**config.mk**
```make
export PLATFORM = sky130hd
export DESIGN_NAME = pfx2_exec_unit
export DESIGN_NICKNAME = d
export VERILOG_FILES = /design/src/rtl/pfx2_pkg.sv /design/src/rtl/pfx2_decode.sv /design/src/rtl/pfx2_flag_alu.sv /design/src/rtl/pfx2_cycle_calc.sv /design/src/rtl/pfx2_trap_req.sv /design/src/rtl/pfx2_exec_unit.sv
export SDC_FILE = /design/constraint.sdc
export NUM_CORES = 1
export LEC_CHECK = 0
export BUFFER_PORTS_ARGS = -buffer_cell sky130_fd_sc_hd__buf_2
export CAP_MARGIN = 20
export CORE_ASPECT_RATIO = 1.5
export CORE_UTILIZATION = 52
export CTS_CLUSTER_SIZE = 12
export DETAILED_ROUTE_END_ITERATION = 8
export PLACE_DENSITY = 0.82
export SYNTH_ARGS = -nofsm -noshare
export SYNTH_HDL_FRONTEND = slang
export SYNTH_SLANG_ARGS = --single-unit
```
**constraint.sdc**
```tcl
create_clock -name clk -period 1.87 [get_ports clk]
set_input_delay 0.0935 -clock clk [delete_from_list [all_inputs] [get_ports clk]]
set_output_delay 0.0935 -clock clk [all_outputs]
set_load 0.02 [all_outputs]
```
**src/rtl/pfx2_pkg.sv**
```systemverilog
package pfx2_pkg;

  // condition-code bit positions
  localparam int unsigned CCB_C = 0;
  localparam int unsigned CCB_V = 1;
  localparam int unsigned CCB_Z = 2;
  localparam int unsigned CCB_N = 3;
  localparam int unsigned CCB_E = 7;
  localparam int unsigned CC_W  = 8;

  typedef enum logic [2:0] {
    OPK_CMP_U,
    OPK_CMP_S,
    OPK_ADD_U,
    OPK_TRAP_SWI3,
    OPK_TRAP_FIRQ,
    OPK_ILLEGAL
  } op_kind_e;

  typedef enum logic [1:0] {
    AM_IMM,
    AM_DIR,
    AM_IDX,
    AM_EXT
  } addr_mode_e;

  typedef struct packed {
    op_kind_e   kind;
    addr_mode_e mode;
  } dec_t;

endpackage

```
**src/rtl/pfx2_decode.sv**
```systemverilog
module pfx2_decode
  import pfx2_pkg::*;
(
  input  logic [7:0] sub_i,
  output dec_t       dec_o
);

  logic [3:0] hi_nib;
  logic [3:0] lo_nib;

  assign hi_nib = sub_i[7:4];
  assign lo_nib = sub_i[3:0];

  always_comb begin
    dec_o.kind = OPK_ILLEGAL;
    // mode follows the low two bits of the high nibble
    dec_o.mode = addr_mode_e'(hi_nib[1:0]);
    if (sub_i == 8'h3F) begin
      dec_o.kind = OPK_TRAP_SWI3;
    end else if (sub_i == 8'h3E) begin
      dec_o.kind = OPK_TRAP_FIRQ;
    end else if (hi_nib[3]) begin
      if (!hi_nib[2]) begin
        if (lo_nib == 4'h3) begin
          dec_o.kind = OPK_CMP_U;
        end else if (lo_nib == 4'hC) begin
          dec_o.kind = OPK_CMP_S;
        end
      end else if (lo_nib == 4'h3) begin
        dec_o.kind = OPK_ADD_U;
      end
    end
  end

endmodule

```
**src/rtl/pfx2_flag_alu.sv**
```systemverilog
module pfx2_flag_alu
  import pfx2_pkg::*;
#(
  parameter int unsigned       WORD_W  = 16,
  parameter logic [WORD_W-1:0] U_FORCE = 16'hFF00
) (
  input  op_kind_e          kind_i,
  input  logic [WORD_W-1:0] u_i,
  input  logic [WORD_W-1:0] s_i,
  input  logic [WORD_W-1:0] opd_i,
  input  logic [CC_W-1:0]   cc_i,
  output logic [CC_W-1:0]   cc_o
);

  localparam int unsigned MSB = WORD_W - 1;

  logic [WORD_W-1:0] lhs;
  logic [WORD_W:0]   diff;
  logic [WORD_W:0]   sum;

  always_comb begin
    unique case (kind_i)
      OPK_CMP_S: lhs = s_i;
      OPK_ADD_U: lhs = u_i | U_FORCE;
      default:   lhs = u_i;
    endcase
  end

  assign diff = {1'b0, lhs} - {1'b0, opd_i};
  assign sum  = {1'b0, lhs} + {1'b0, opd_i};

  always_comb begin
    cc_o = cc_i;
    unique case (kind_i)
      OPK_CMP_U, OPK_CMP_S: begin
        cc_o[CCB_N] = diff[MSB];
        cc_o[CCB_Z] = ~|diff[MSB:0];
        cc_o[CCB_V] = (lhs[MSB] ^ opd_i[MSB]) & (lhs[MSB] ^ diff[MSB]);
        cc_o[CCB_C] = diff[WORD_W];
      end
      OPK_ADD_U: begin
        cc_o[CCB_N] = sum[MSB];
        cc_o[CCB_Z] = ~|sum[MSB:0];
        cc_o[CCB_V] = ~(lhs[MSB] ^ opd_i[MSB]) & (lhs[MSB] ^ sum[MSB]);
        cc_o[CCB_C] = sum[WORD_W];
      end
      OPK_TRAP_SWI3: cc_o[CCB_E] = 1'b1;
      default: cc_o = cc_i;
    endcase
  end

endmodule

```
**src/rtl/pfx2_cycle_calc.sv**
```systemverilog
module pfx2_cycle_calc
  import pfx2_pkg::*;
#(
  parameter int unsigned CYC_W    = 8,
  parameter int unsigned XTRA_W   = 4,
  parameter int unsigned CYC_IMM  = 5,
  parameter int unsigned CYC_DIR  = 7,
  parameter int unsigned CYC_IDX  = 7,
  parameter int unsigned CYC_EXT  = 8,
  parameter int unsigned CYC_TRAP = 20,
  parameter int unsigned CYC_BAD  = 2
) (
  input  op_kind_e          kind_i,
  input  addr_mode_e        mode_i,
  input  logic [XTRA_W-1:0] extra_i,
  output logic [CYC_W-1:0]  cyc_o
);

  logic [CYC_W-1:0] mode_cyc;

  always_comb begin
    unique case (mode_i)
      AM_IMM:  mode_cyc = CYC_W'(CYC_IMM);
      AM_DIR:  mode_cyc = CYC_W'(CYC_DIR);
      AM_IDX:  mode_cyc = CYC_W'(CYC_IDX) + CYC_W'(extra_i);
      default: mode_cyc = CYC_W'(CYC_EXT);
    endcase
  end

  always_comb begin
    unique case (kind_i)
      OPK_TRAP_SWI3, OPK_TRAP_FIRQ: cyc_o = CYC_W'(CYC_TRAP);
      OPK_ILLEGAL:                  cyc_o = CYC_W'(CYC_BAD);
      default:                      cyc_o = mode_cyc;
    endcase
  end

endmodule

```
**src/rtl/pfx2_trap_req.sv**
```systemverilog
module pfx2_trap_req
  import pfx2_pkg::*;
#(
  parameter int unsigned       WORD_W   = 16,
  parameter logic [WORD_W-1:0] VEC_SWI3 = 16'hFFF2,
  parameter logic [WORD_W-1:0] VEC_FIRQ = 16'hFFF6
) (
  input  op_kind_e          kind_i,
  output logic              is_trap_o,
  output logic              set_e_o,
  output logic              push_o,
  output logic [WORD_W-1:0] vec_o
);

  always_comb begin
    is_trap_o = 1'b0;
    set_e_o   = 1'b0;
    push_o    = 1'b0;
    vec_o     = '0;
    unique case (kind_i)
      OPK_TRAP_SWI3: begin
        is_trap_o = 1'b1;
        set_e_o   = 1'b1;
        push_o    = 1'b1;
        vec_o     = VEC_SWI3;
      end
      OPK_TRAP_FIRQ: begin
        is_trap_o = 1'b1;
        push_o    = 1'b1;
        vec_o     = VEC_FIRQ;
      end
      default: ;
    endcase
  end

endmodule

```
**src/rtl/pfx2_exec_unit.sv**
```systemverilog
module pfx2_exec_unit
  import pfx2_pkg::*;
#(
  parameter int unsigned       WORD_W   = 16,
  parameter int unsigned       CYC_W    = 8,
  parameter int unsigned       XTRA_W   = 4,
  parameter int unsigned       CYC_IMM  = 5,
  parameter int unsigned       CYC_DIR  = 7,
  parameter int unsigned       CYC_IDX  = 7,
  parameter int unsigned       CYC_EXT  = 8,
  parameter int unsigned       CYC_TRAP = 20,
  parameter int unsigned       CYC_BAD  = 2,
  parameter logic [WORD_W-1:0] U_FORCE  = 16'hFF00,
  parameter logic [WORD_W-1:0] VEC_SWI3 = 16'hFFF2,
  parameter logic [WORD_W-1:0] VEC_FIRQ = 16'hFFF6
) (
  input  logic              clk,
  input  logic              rst_n,
  input  logic              op_valid_i,
  input  logic [7:0]        sub_op_i,
  input  logic [WORD_W-1:0] reg_u_i,
  input  logic [WORD_W-1:0] reg_s_i,
  input  logic [7:0]        cc_i,
  input  logic [WORD_W-1:0] operand_i,
  input  logic [XTRA_W-1:0] idx_extra_i,
  output logic              done_o,
  output logic [7:0]        cc_o,
  output logic [CYC_W-1:0]  cycles_o,
  output logic              illegal_o,
  output logic              trap_req_o,
  output logic              trap_set_e_o,
  output logic              trap_push_o,
  output logic [WORD_W-1:0] trap_vec_o
);

  dec_t              dec;
  logic [CC_W-1:0]   cc_nx;
  logic [CYC_W-1:0]  cyc_nx;
  logic              is_trap;
  logic              set_e_nx;
  logic              push_nx;
  logic [WORD_W-1:0] vec_nx;

  logic              done_d,  done_q;
  logic              ill_d,   ill_q;
  logic              trap_d,  trap_q;
  logic              cap_en;
  logic [CC_W-1:0]   cc_q;
  logic [CYC_W-1:0]  cyc_q;
  logic              set_e_q, push_q;
  logic [WORD_W-1:0] vec_q;

  pfx2_decode u_decode (
    .sub_i (sub_op_i),
    .dec_o (dec)
  );

  pfx2_flag_alu #(
    .WORD_W  (WORD_W),
    .U_FORCE (U_FORCE)
  ) u_alu (
    .kind_i (dec.kind),
    .u_i    (reg_u_i),
    .s_i    (reg_s_i),
    .opd_i  (operand_i),
    .cc_i   (cc_i),
    .cc_o   (cc_nx)
  );

  pfx2_cycle_calc #(
    .CYC_W    (CYC_W),
    .XTRA_W   (XTRA_W),
    .CYC_IMM  (CYC_IMM),
    .CYC_DIR  (CYC_DIR),
    .CYC_IDX  (CYC_IDX),
    .CYC_EXT  (CYC_EXT),
    .CYC_TRAP (CYC_TRAP),
    .CYC_BAD  (CYC_BAD)
  ) u_cycles (
    .kind_i  (dec.kind),
    .mode_i  (dec.mode),
    .extra_i (idx_extra_i),
    .cyc_o   (cyc_nx)
  );

  pfx2_trap_req #(
    .WORD_W   (WORD_W),
    .VEC_SWI3 (VEC_SWI3),
    .VEC_FIRQ (VEC_FIRQ)
  ) u_trap (
    .kind_i    (dec.kind),
    .is_trap_o (is_trap),
    .set_e_o   (set_e_nx),
    .push_o    (push_nx),
    .vec_o     (vec_nx)
  );

  // next-state
  always_comb begin
    cap_en = op_valid_i;
    done_d = op_valid_i;
    ill_d  = op_valid_i && (dec.kind == OPK_ILLEGAL);
    trap_d = op_valid_i && is_trap;
  end

  // registers
  always_ff @(posedge clk or negedge rst_n) begin
    if (!rst_n) begin
      done_q  <= 1'b0;
      ill_q   <= 1'b0;
      trap_q  <= 1'b0;
      cc_q    <= '0;
      cyc_q   <= '0;
      set_e_q <= 1'b0;
      push_q  <= 1'b0;
      vec_q   <= '0;
    end else begin
      done_q <= done_d;
      ill_q  <= ill_d;
      trap_q <= trap_d;
      if (cap_en) begin
        cc_q    <= cc_nx;
        cyc_q   <= cyc_nx;
        set_e_q <= set_e_nx;
        push_q  <= push_nx;
        vec_q   <= vec_nx;
      end
    end
  end

  assign done_o       = done_q;
  assign illegal_o    = ill_q;
  assign trap_req_o   = trap_q;
  assign cc_o         = cc_q;
  assign cycles_o     = cyc_q;
  assign trap_set_e_o = set_e_q;
  assign trap_push_o  = push_q;
  assign trap_vec_o   = vec_q;

endmodule

```
After elaboration in Yosys (flattened, before gate mapping). Index checks and enable logic that the tools add are counted.

ROM bits: 0. Memory bits (writable): 0. Output and inout port bits: 37. Register bits after elaboration: 37. Memories: 0. Input bits: 71. Bits in latches: 0.

Div/mod/pow operators: 0. $lt $le $gt $ge: 0. Shifts and indexed selects: 0. Reduce and logical (&&, ||, !) cells: 10. $mul: 0. Equal/unequal tests: 11. $add $sub $neg: 3. Bitwise logic cells: 6. Mux-type cells: 15.

Operators by type and width (count): case mux 16 bit (2 select lines) (2); OR reduction 16 bit (2); case mux 8 bit (3 select lines) (1); two-way mux 3 bit (7); adder 16 x 16 -> 17 bit (1); subtractor 16 x 16 -> 17 bit (1); == test 8 x 6 -> 1 bit (second input constant) (2); case mux 8 bit (2 select lines) (1); case mux 4 bit (2 select lines) (1); == test 3 x 2 -> 1 bit (second input constant) (2); == test 3 bit (second input constant) (2); adder 3 x 4 -> 5 bit (first input constant) (1); == test 4 x 2 -> 1 bit (second input constant) (1); == test 4 bit (second input constant) (1); OR reduction 2 bit (2); == test 3 x 1 -> 1 bit (second input constant) (1); logical NOT 3 bit (1); two-way mux 1 bit (3); XOR 1 bit (3); bitwise AND 1 bit (2); == test 2 x 1 -> 1 bit (second input constant) (1); == test 2 bit (second input constant) (1); logical AND 1 bit (2); logical NOT 1 bit (2); other kinds (2) (2).

Longest topological paths before layout.
Depth after elaboration: 13. Gate-level depth with buffers: 17. Gate-level depth less buffers: 17.

Cells and area by module. Synthesis repeated with hierarchy kept, for this count alone.

Cells, all modules: 451. Area total of the unflattened synthesis: 4096.4 um2.

By module, submodules not included: pfx2_flag_alu (seq. area each 0.0 um2, times used 1, cells an instance 312, area each 2158.3 um2); pfx2_exec_unit (seq. area each 925.9 um2, times used 1, cells an instance 77, area each 1496.4 um2); pfx2_cycle_calc (seq. area each 0.0 um2, times used 1, cells an instance 28, area each 183.9 um2); pfx2_trap_req (seq. area each 0.0 um2, times used 1, cells an instance 21, area each 151.4 um2); pfx2_decode (seq. area each 0.0 um2, times used 1, cells an instance 13, area each 106.4 um2).

Least setup slack after synthesis. Ideal clock, no wire load.

Path type: input port to flip-flop. Start point: in sub_op_i[3]. End point: reg cc_q[2], in the netlist cc_o[2]. Data arrival time: 3330 ps. Stages: 16. Slack: -1537 ps. Setup time: 76 ps. Path through: nand2_1 -> nor2_1 -> nand3_1 -> clkbuf_1 -> mux2_2 -> ha_1 -> buf_6 -> a21oi_2 -> and2b_1 -> o32ai_4 -> o31ai_4 -> a31oi_4 -> xor2_1 -> o2111ai_1 -> or4_1 -> o21ai_1.

Cells in the longest elaborated chain, start to end: 13. Elaborated cells on any way between the ends: 23.

RTL lines: start, declared (line pfx2_exec_unit.sv:20) `input logic [7:0] sub_op_i,`; == test 4 bit (line pfx2_decode.sv:26) `end else if (lo_nib == 4'hC) begin`; two-way mux 3 bit (line pfx2_decode.sv:26); two-way mux 3 bit (line pfx2_decode.sv:24) `if (lo_nib == 4'h3) begin`; two-way mux 3 bit (line pfx2_decode.sv:23) `if (!hi_nib[2]) begin`; two-way mux 3 bit (line pfx2_decode.sv:22) `end else if (hi_nib[3]) begin`; two-way mux 3 bit (line pfx2_decode.sv:20) `end else if (sub_i == 8'h3E) begin`; two-way mux 3 bit * (line pfx2_decode.sv:18) `if (sub_i == 8'h3F) begin`; == test 3 x 2 -> 1 bit or == test 3 x 1 -> 1 bit (tied branches) (line pfx2_flag_alu.sv:22, pfx2_flag_alu.sv:34); case mux 16 bit (2 select lines) (line pfx2_flag_alu.sv:22) `unique case (kind_i)`; adder 16 x 16 -> 17 bit or subtractor 16 x 16 -> 17 bit (tied branches) (line pfx2_flag_alu.sv:30, pfx2_flag_alu.sv:29); OR reduction 16 bit, on equally long branches (line pfx2_flag_alu.sv:43, pfx2_flag_alu.sv:37); logical NOT 1 bit, on equally long branches (line pfx2_flag_alu.sv:43, pfx2_flag_alu.sv:37); case mux 4 bit (2 select lines) * (line pfx2_flag_alu.sv:34) `unique case (kind_i)`; end signal, assigned (line pfx2_exec_unit.sv:122) `cc_q <= cc_nx;`; end, declared (line pfx2_exec_unit.sv:48) `logic [CC_W-1:0] cc_q;`.

Every way passes the cells marked *; elsewhere a longest branch is shown, timed or not. A chain may end at the register's enable or synchronous reset.

Worst setup path in the final report.
Start point: in sub_op_i[6]. End point: reg cc_q[1], in the netlist cc_o[1].

Cells in the longest elaborated chain, start to end: 10. Elaborated cells on any way between the ends: 20.

RTL lines: two-way mux 3 bit (line pfx2_decode.sv:23); two-way mux 3 bit (line pfx2_decode.sv:22); two-way mux 3 bit (line pfx2_decode.sv:20); two-way mux 3 bit * (line pfx2_decode.sv:18); == test 3 x 2 -> 1 bit or == test 3 x 1 -> 1 bit (tied branches) (line pfx2_flag_alu.sv:22, pfx2_flag_alu.sv:34); case mux 16 bit (2 select lines) (line pfx2_flag_alu.sv:22); adder 16 x 16 -> 17 bit (tied with other cells) (line pfx2_flag_alu.sv:30) `assign sum = {1'b0, lhs} + {1'b0, opd_i};`; XOR 1 bit (tied with other cells) (line pfx2_flag_alu.sv:44) `cc_o[CCB_V] = ~(lhs[MSB] ^ opd_i[MSB]) & (lhs[MSB] ^ sum[MSB]);`; bitwise AND 1 bit, on equally long branches (line pfx2_flag_alu.sv:44, pfx2_flag_alu.sv:38); case mux 4 bit (2 select lines) * (line pfx2_flag_alu.sv:34).

Marked as above.

==> impl_metrics.json <==
{
  "synth_most_common_cell": "nor2_1",
  "p_total_w": 0.00229,
  "min-delay-start": "cc_i[5]",
  "cts-root-buf": "clkbuf_8",
  "pwr-share-clk_pct": 12.9,
  "critical-path-top-delay-family": "compound AO/OA/AOI/OAI gates",
  "powerDensity_nw_per_um2": 452,
  "synth.cell_area_um2": 3160,
  "clk_transition_reported_paths_ns": 0.08,
  "r2r_end": "cc_o[2]$_DFFE_PN0P_",
  "wl_mm": 13.7,
  "placed_area_um2": 4540,
  "fin_nets": 733,
  "switching_share_pct": 42.0,
  "cellLeakagePower_nw": 2.51,
  "grt_start_max_net_pins": 29,
  "hp-class": "input port to flip-flop",
  "vias": 4239,
  "synth-main-ff-cell": "dfrtp_1",
  "grt_pass1_vias": 4147,
  "dr.pass1.iters": 5,
  "num_rows": 34,
  "period_minus_slack_ns": 3.14,
  "r2r_slack_ns": -0.53,
  "clk_latency_ns": 0.26,
  "synth_edf_count": 0,
  "drive_above_1_share_pct": 52.9,
  "p_switching_w": 0.000964,
  "cp.required_ns": 2.02,
  "worst-path-buf-inv": 3,
  "io_buffers": 102,
  "pin_count": 108,
  "rsz0062_at_grt": "yes",
  "synth_seq_cells": 19,
  "track_usage_pct": 36.8,
  "fmaxAchievable_mhz": 318,
  "cp-start-kind": "input port",
  "drc": 0,
  "grt_overflow_total": 0,
  "stdcell_count": 694,
  "worst_path_max_delay_cell": "or3b_1",
  "max-cap-violations": 0,
  "start_util_pct": 54.3,
  "slowest_delay_ns": 0.40,
  "worst_setup_path_end_kind": "flip-flop",
  "synth.top_cell.area_share_pct": 15.0,
  "synth_top_area_cell": "dfrtp_1",
  "cts_tree": "done",
  "power_frac_comb_pct": 67.3,
  "peakVddDrop_uv": 284,
  "core_area_um2": 5830,
  "clockBufferDepth": 2,
  "crit_chain": "buf_2, nor2_4, nand3_4, buf_6, mux2_4, ha_4, a21oi_2, and2b_2, o32ai_4, o31ai_4, buf_4, a21boi_4, o21bai_4, xnor2_1, or3b_1, a31oi_1",
  "reg2reg_depth": 8,
  "async_flop_share_pct": 100,
  "synthCells": 401,
  "r2r_start": "cc_o[2]$_DFFE_PN0P_",
  "avgSynthCellArea_um2": 7.89,
  "via_per_inst": 6.11,
  "yosysWarnings": 0,
  "n_fill_cell": 305,
  "wl_per_cell_um": 19.8,
  "synth-seq-area-share_pct": 15.0,
  "place.gp.congestion": 0.905,
  "slew_viol_final": 0,
  "hold_depth": 2,
  "synth_cell_types": 64,
  "status": "finished, violations left",
  "clock_skew_ns": 0,
  "clock-sinks": 19,
  "setup_viol": 4,
  "min_delay_worst_endpoint": "cc_o[5]$_DFFE_PN0P_",
  "ys_top_cells_by_area": "dfrtp_1 (15%), ha_1 (15%), nor2_1 (5.0%)",
  "die_h_um": 97.5,
  "tns_ns": -4.44,
  "final_hold_viol_count": 0,
  "relSlewSlack_pct": 60.4,
  "grt_pass1_wl_mm": 18.5,
  "fin_ws_ns": -1.27,
  "violations": "negative setup slack",
  "tightest_slew_ns": 0.588,
  "final_area_um2": 5070,
  "seq_power_share_pct": 19.8,
  "dp_hpwl_mm": 8.74,
  "finalCritPeriodShare_pct": 168,
  "antenna_found_initial": 1,
  "p_int_w": 0.00133,
  "worstSetupPathType": "input port to flip-flop",
  "die_x_um": 65.7,
  "die_area_um2": 6410,
  "crit_path_max_fanout": 7,
  "syn_to_final_growth_pct": 60.3,
  "dp.cells": 669,
  "final_antenna_net_count": 0,
  "cp.arrival_ns": 3.29,
  "htree_num_levels": 1,
  "antenna_cells": 0,
  "synth_common_cells": "nor2_1 (42), inv_1 (38), ha_1 (37)",
  "dr.first_iter.drc_count": 352,
  "cts_buffers": 3
}
-- through the flow --
step / setup WS, ns / hold WS (ns) / util [%]
6_report: -1.27 / 0.0641 / 87.0
5_1_grt: -1.37 / 0.0618 / 87.0
4_1_cts: -1.13 / 0.0661 / 83.5
3_5_place_dp: -1.65 / 0.0514 / 77.8
3_3_place_gp: -1.49 / 0.0443 / 77.8
2_1_floorplan: -1.09 / -0.202 / -
-- worst max-delay path by stage --
| stage | endpoint | slack (ns) | cells after the start | startpoint |
|---|---|---|---|---|
| floorplan | cc_o[2]$_DFFE_PN0P_ | -1.09 | 16 | sub_op_i[3] |
| global placement | cc_o[2]$_DFFE_PN0P_ | -1.49 | 17 | sub_op_i[2] |
| detailed placement | cc_o[2]$_DFFE_PN0P_ | -1.65 | 17 | sub_op_i[2] |
| CTS | cc_o[2]$_DFFE_PN0P_ | -1.13 | 17 | sub_op_i[3] |
| global route | cc_o[1]$_DFFE_PN0P_ | -1.37 | 17 | sub_op_i[3] |
| finish | cc_o[1]$_DFFE_PN0P_ | -1.27 | 16 | sub_op_i[6] |
-- placed cells by master, fill, tap and decap left out, types with 3 or more instances in the layout --
| cell | n |
|---|---|
| nor3_1 | 10 |
| o21ai_0 | 14 |
| nor3b_1 | 3 |
| nor2b_1 | 5 |
| mux2_2 | 9 |
| buf_4 | 142 |
| clkbuf_8 | 3 |
| nor2_1 | 37 |
| a21oi_1 | 26 |
| o211ai_1 | 6 |
| nand2_1 | 15 |
| conb_1 | 5 |
| nand3_1 | 7 |
| buf_6 | 5 |
| o31ai_1 | 3 |
| a21oi_2 | 4 |
| buf_2 | 99 |
| ha_4 | 6 |
| xnor2_1 | 9 |
| mux2_4 | 3 |
| a31oi_1 | 6 |
| dfrtp_1 | 19 |
| nor2_2 | 3 |
| a32oi_1 | 4 |
| a21o_1 | 4 |
| inv_1 | 36 |
| a211oi_2 | 4 |
| o22a_1 | 7 |
| ha_1 | 29 |
| nand4_1 | 4 |
| o31a_1 | 3 |
| or3_1 | 3 |
| nand2b_1 | 5 |
| a211oi_1 | 4 |
-- final cells by class --
type | count | area, µm² | area share [%]
inverters | 38 | 143 | 2.81
multi-input cells | 311 | 2640 | 52.0
clock buffers | 3 | 41.3 | 0.814
flip-flops and latches | 19 | 475 | 9.38
well taps | 72 | 90.1 | 1.78
repair buffers | 250 | 1680 | 33.1
clock inverters | 1 | 5.00 | 0.0987
-- per-layer routing --
layer | up-vias | part of all wire [%] | routed length [µm] | GRT usage, %
met2 | 309 | 50 | 6920 | 69.5
met3 | 125 | 8.4 | 1150 | 5.87
met4 | 2 | 8.8 | 1210 | 23.7
met1 | 1949 | 32 | 4420 | 34.5
met5 | - | 0.31 | 42 | 0
li1 | 1854 | - | - | -
-- cells by family (layout without fill, tap and decap cells) --
| kind of cell | Yosys count | after routing | share of synthesized area [%] |
|---|---|---|---|
| AO/OA/AOI/OAI | 119 | 119 | 27.1 |
| XOR/XNOR | 13 | 13 | 3.60 |
| adder cells (fa/ha/maj) | 39 | 39 | 15.9 |
| buffers and inverters | 75 | 292 | 14.5 |
| flip-flops | 19 | 19 | 15.0 |
| multiplexers | 13 | 13 | 4.59 |
| other | 1 | 5 | 0.119 |
| AND/OR/NAND/NOR | 122 | 122 | 19.2 |
-- registers in the layout, indices dropped and copies added, names as in the netlist --
register      count
cycles_o          5
illegal_o         1
trap_vec_o        2
done_o            1
trap_req_o        1
trap_set_e_o      1
cc_o              8
-- power by group through the flow --
stage | combinational (W) | sequential, W | clock [W]
2_1_floorplan | 0.000705 | 0.000490 | 0
5_1_grt | 0.00164 | 0.000457 | 0.000309
3_3_place_gp | 0.00123 | 0.000456 | 0
4_1_cts | 0.00136 | 0.000449 | 0.000284
3_5_place_dp | 0.00126 | 0.000457 | 0
6_report | 0.00154 | 0.000455 | 0.000296
-- what timing repair did --
| action | 4_1_cts | 5_1_grt |
|---|---|---|
| hold buffers | 1 | 0 |
| hold endpoints to repair | 19 | 0 |
| resized for setup | 33 | 30 |
| buffers inserted | 15 | 5 |
| setup endpoints to repair | 4 | 4 |
| pin swaps | 25 | 29 |
Power figures use the tool's default switching activity.
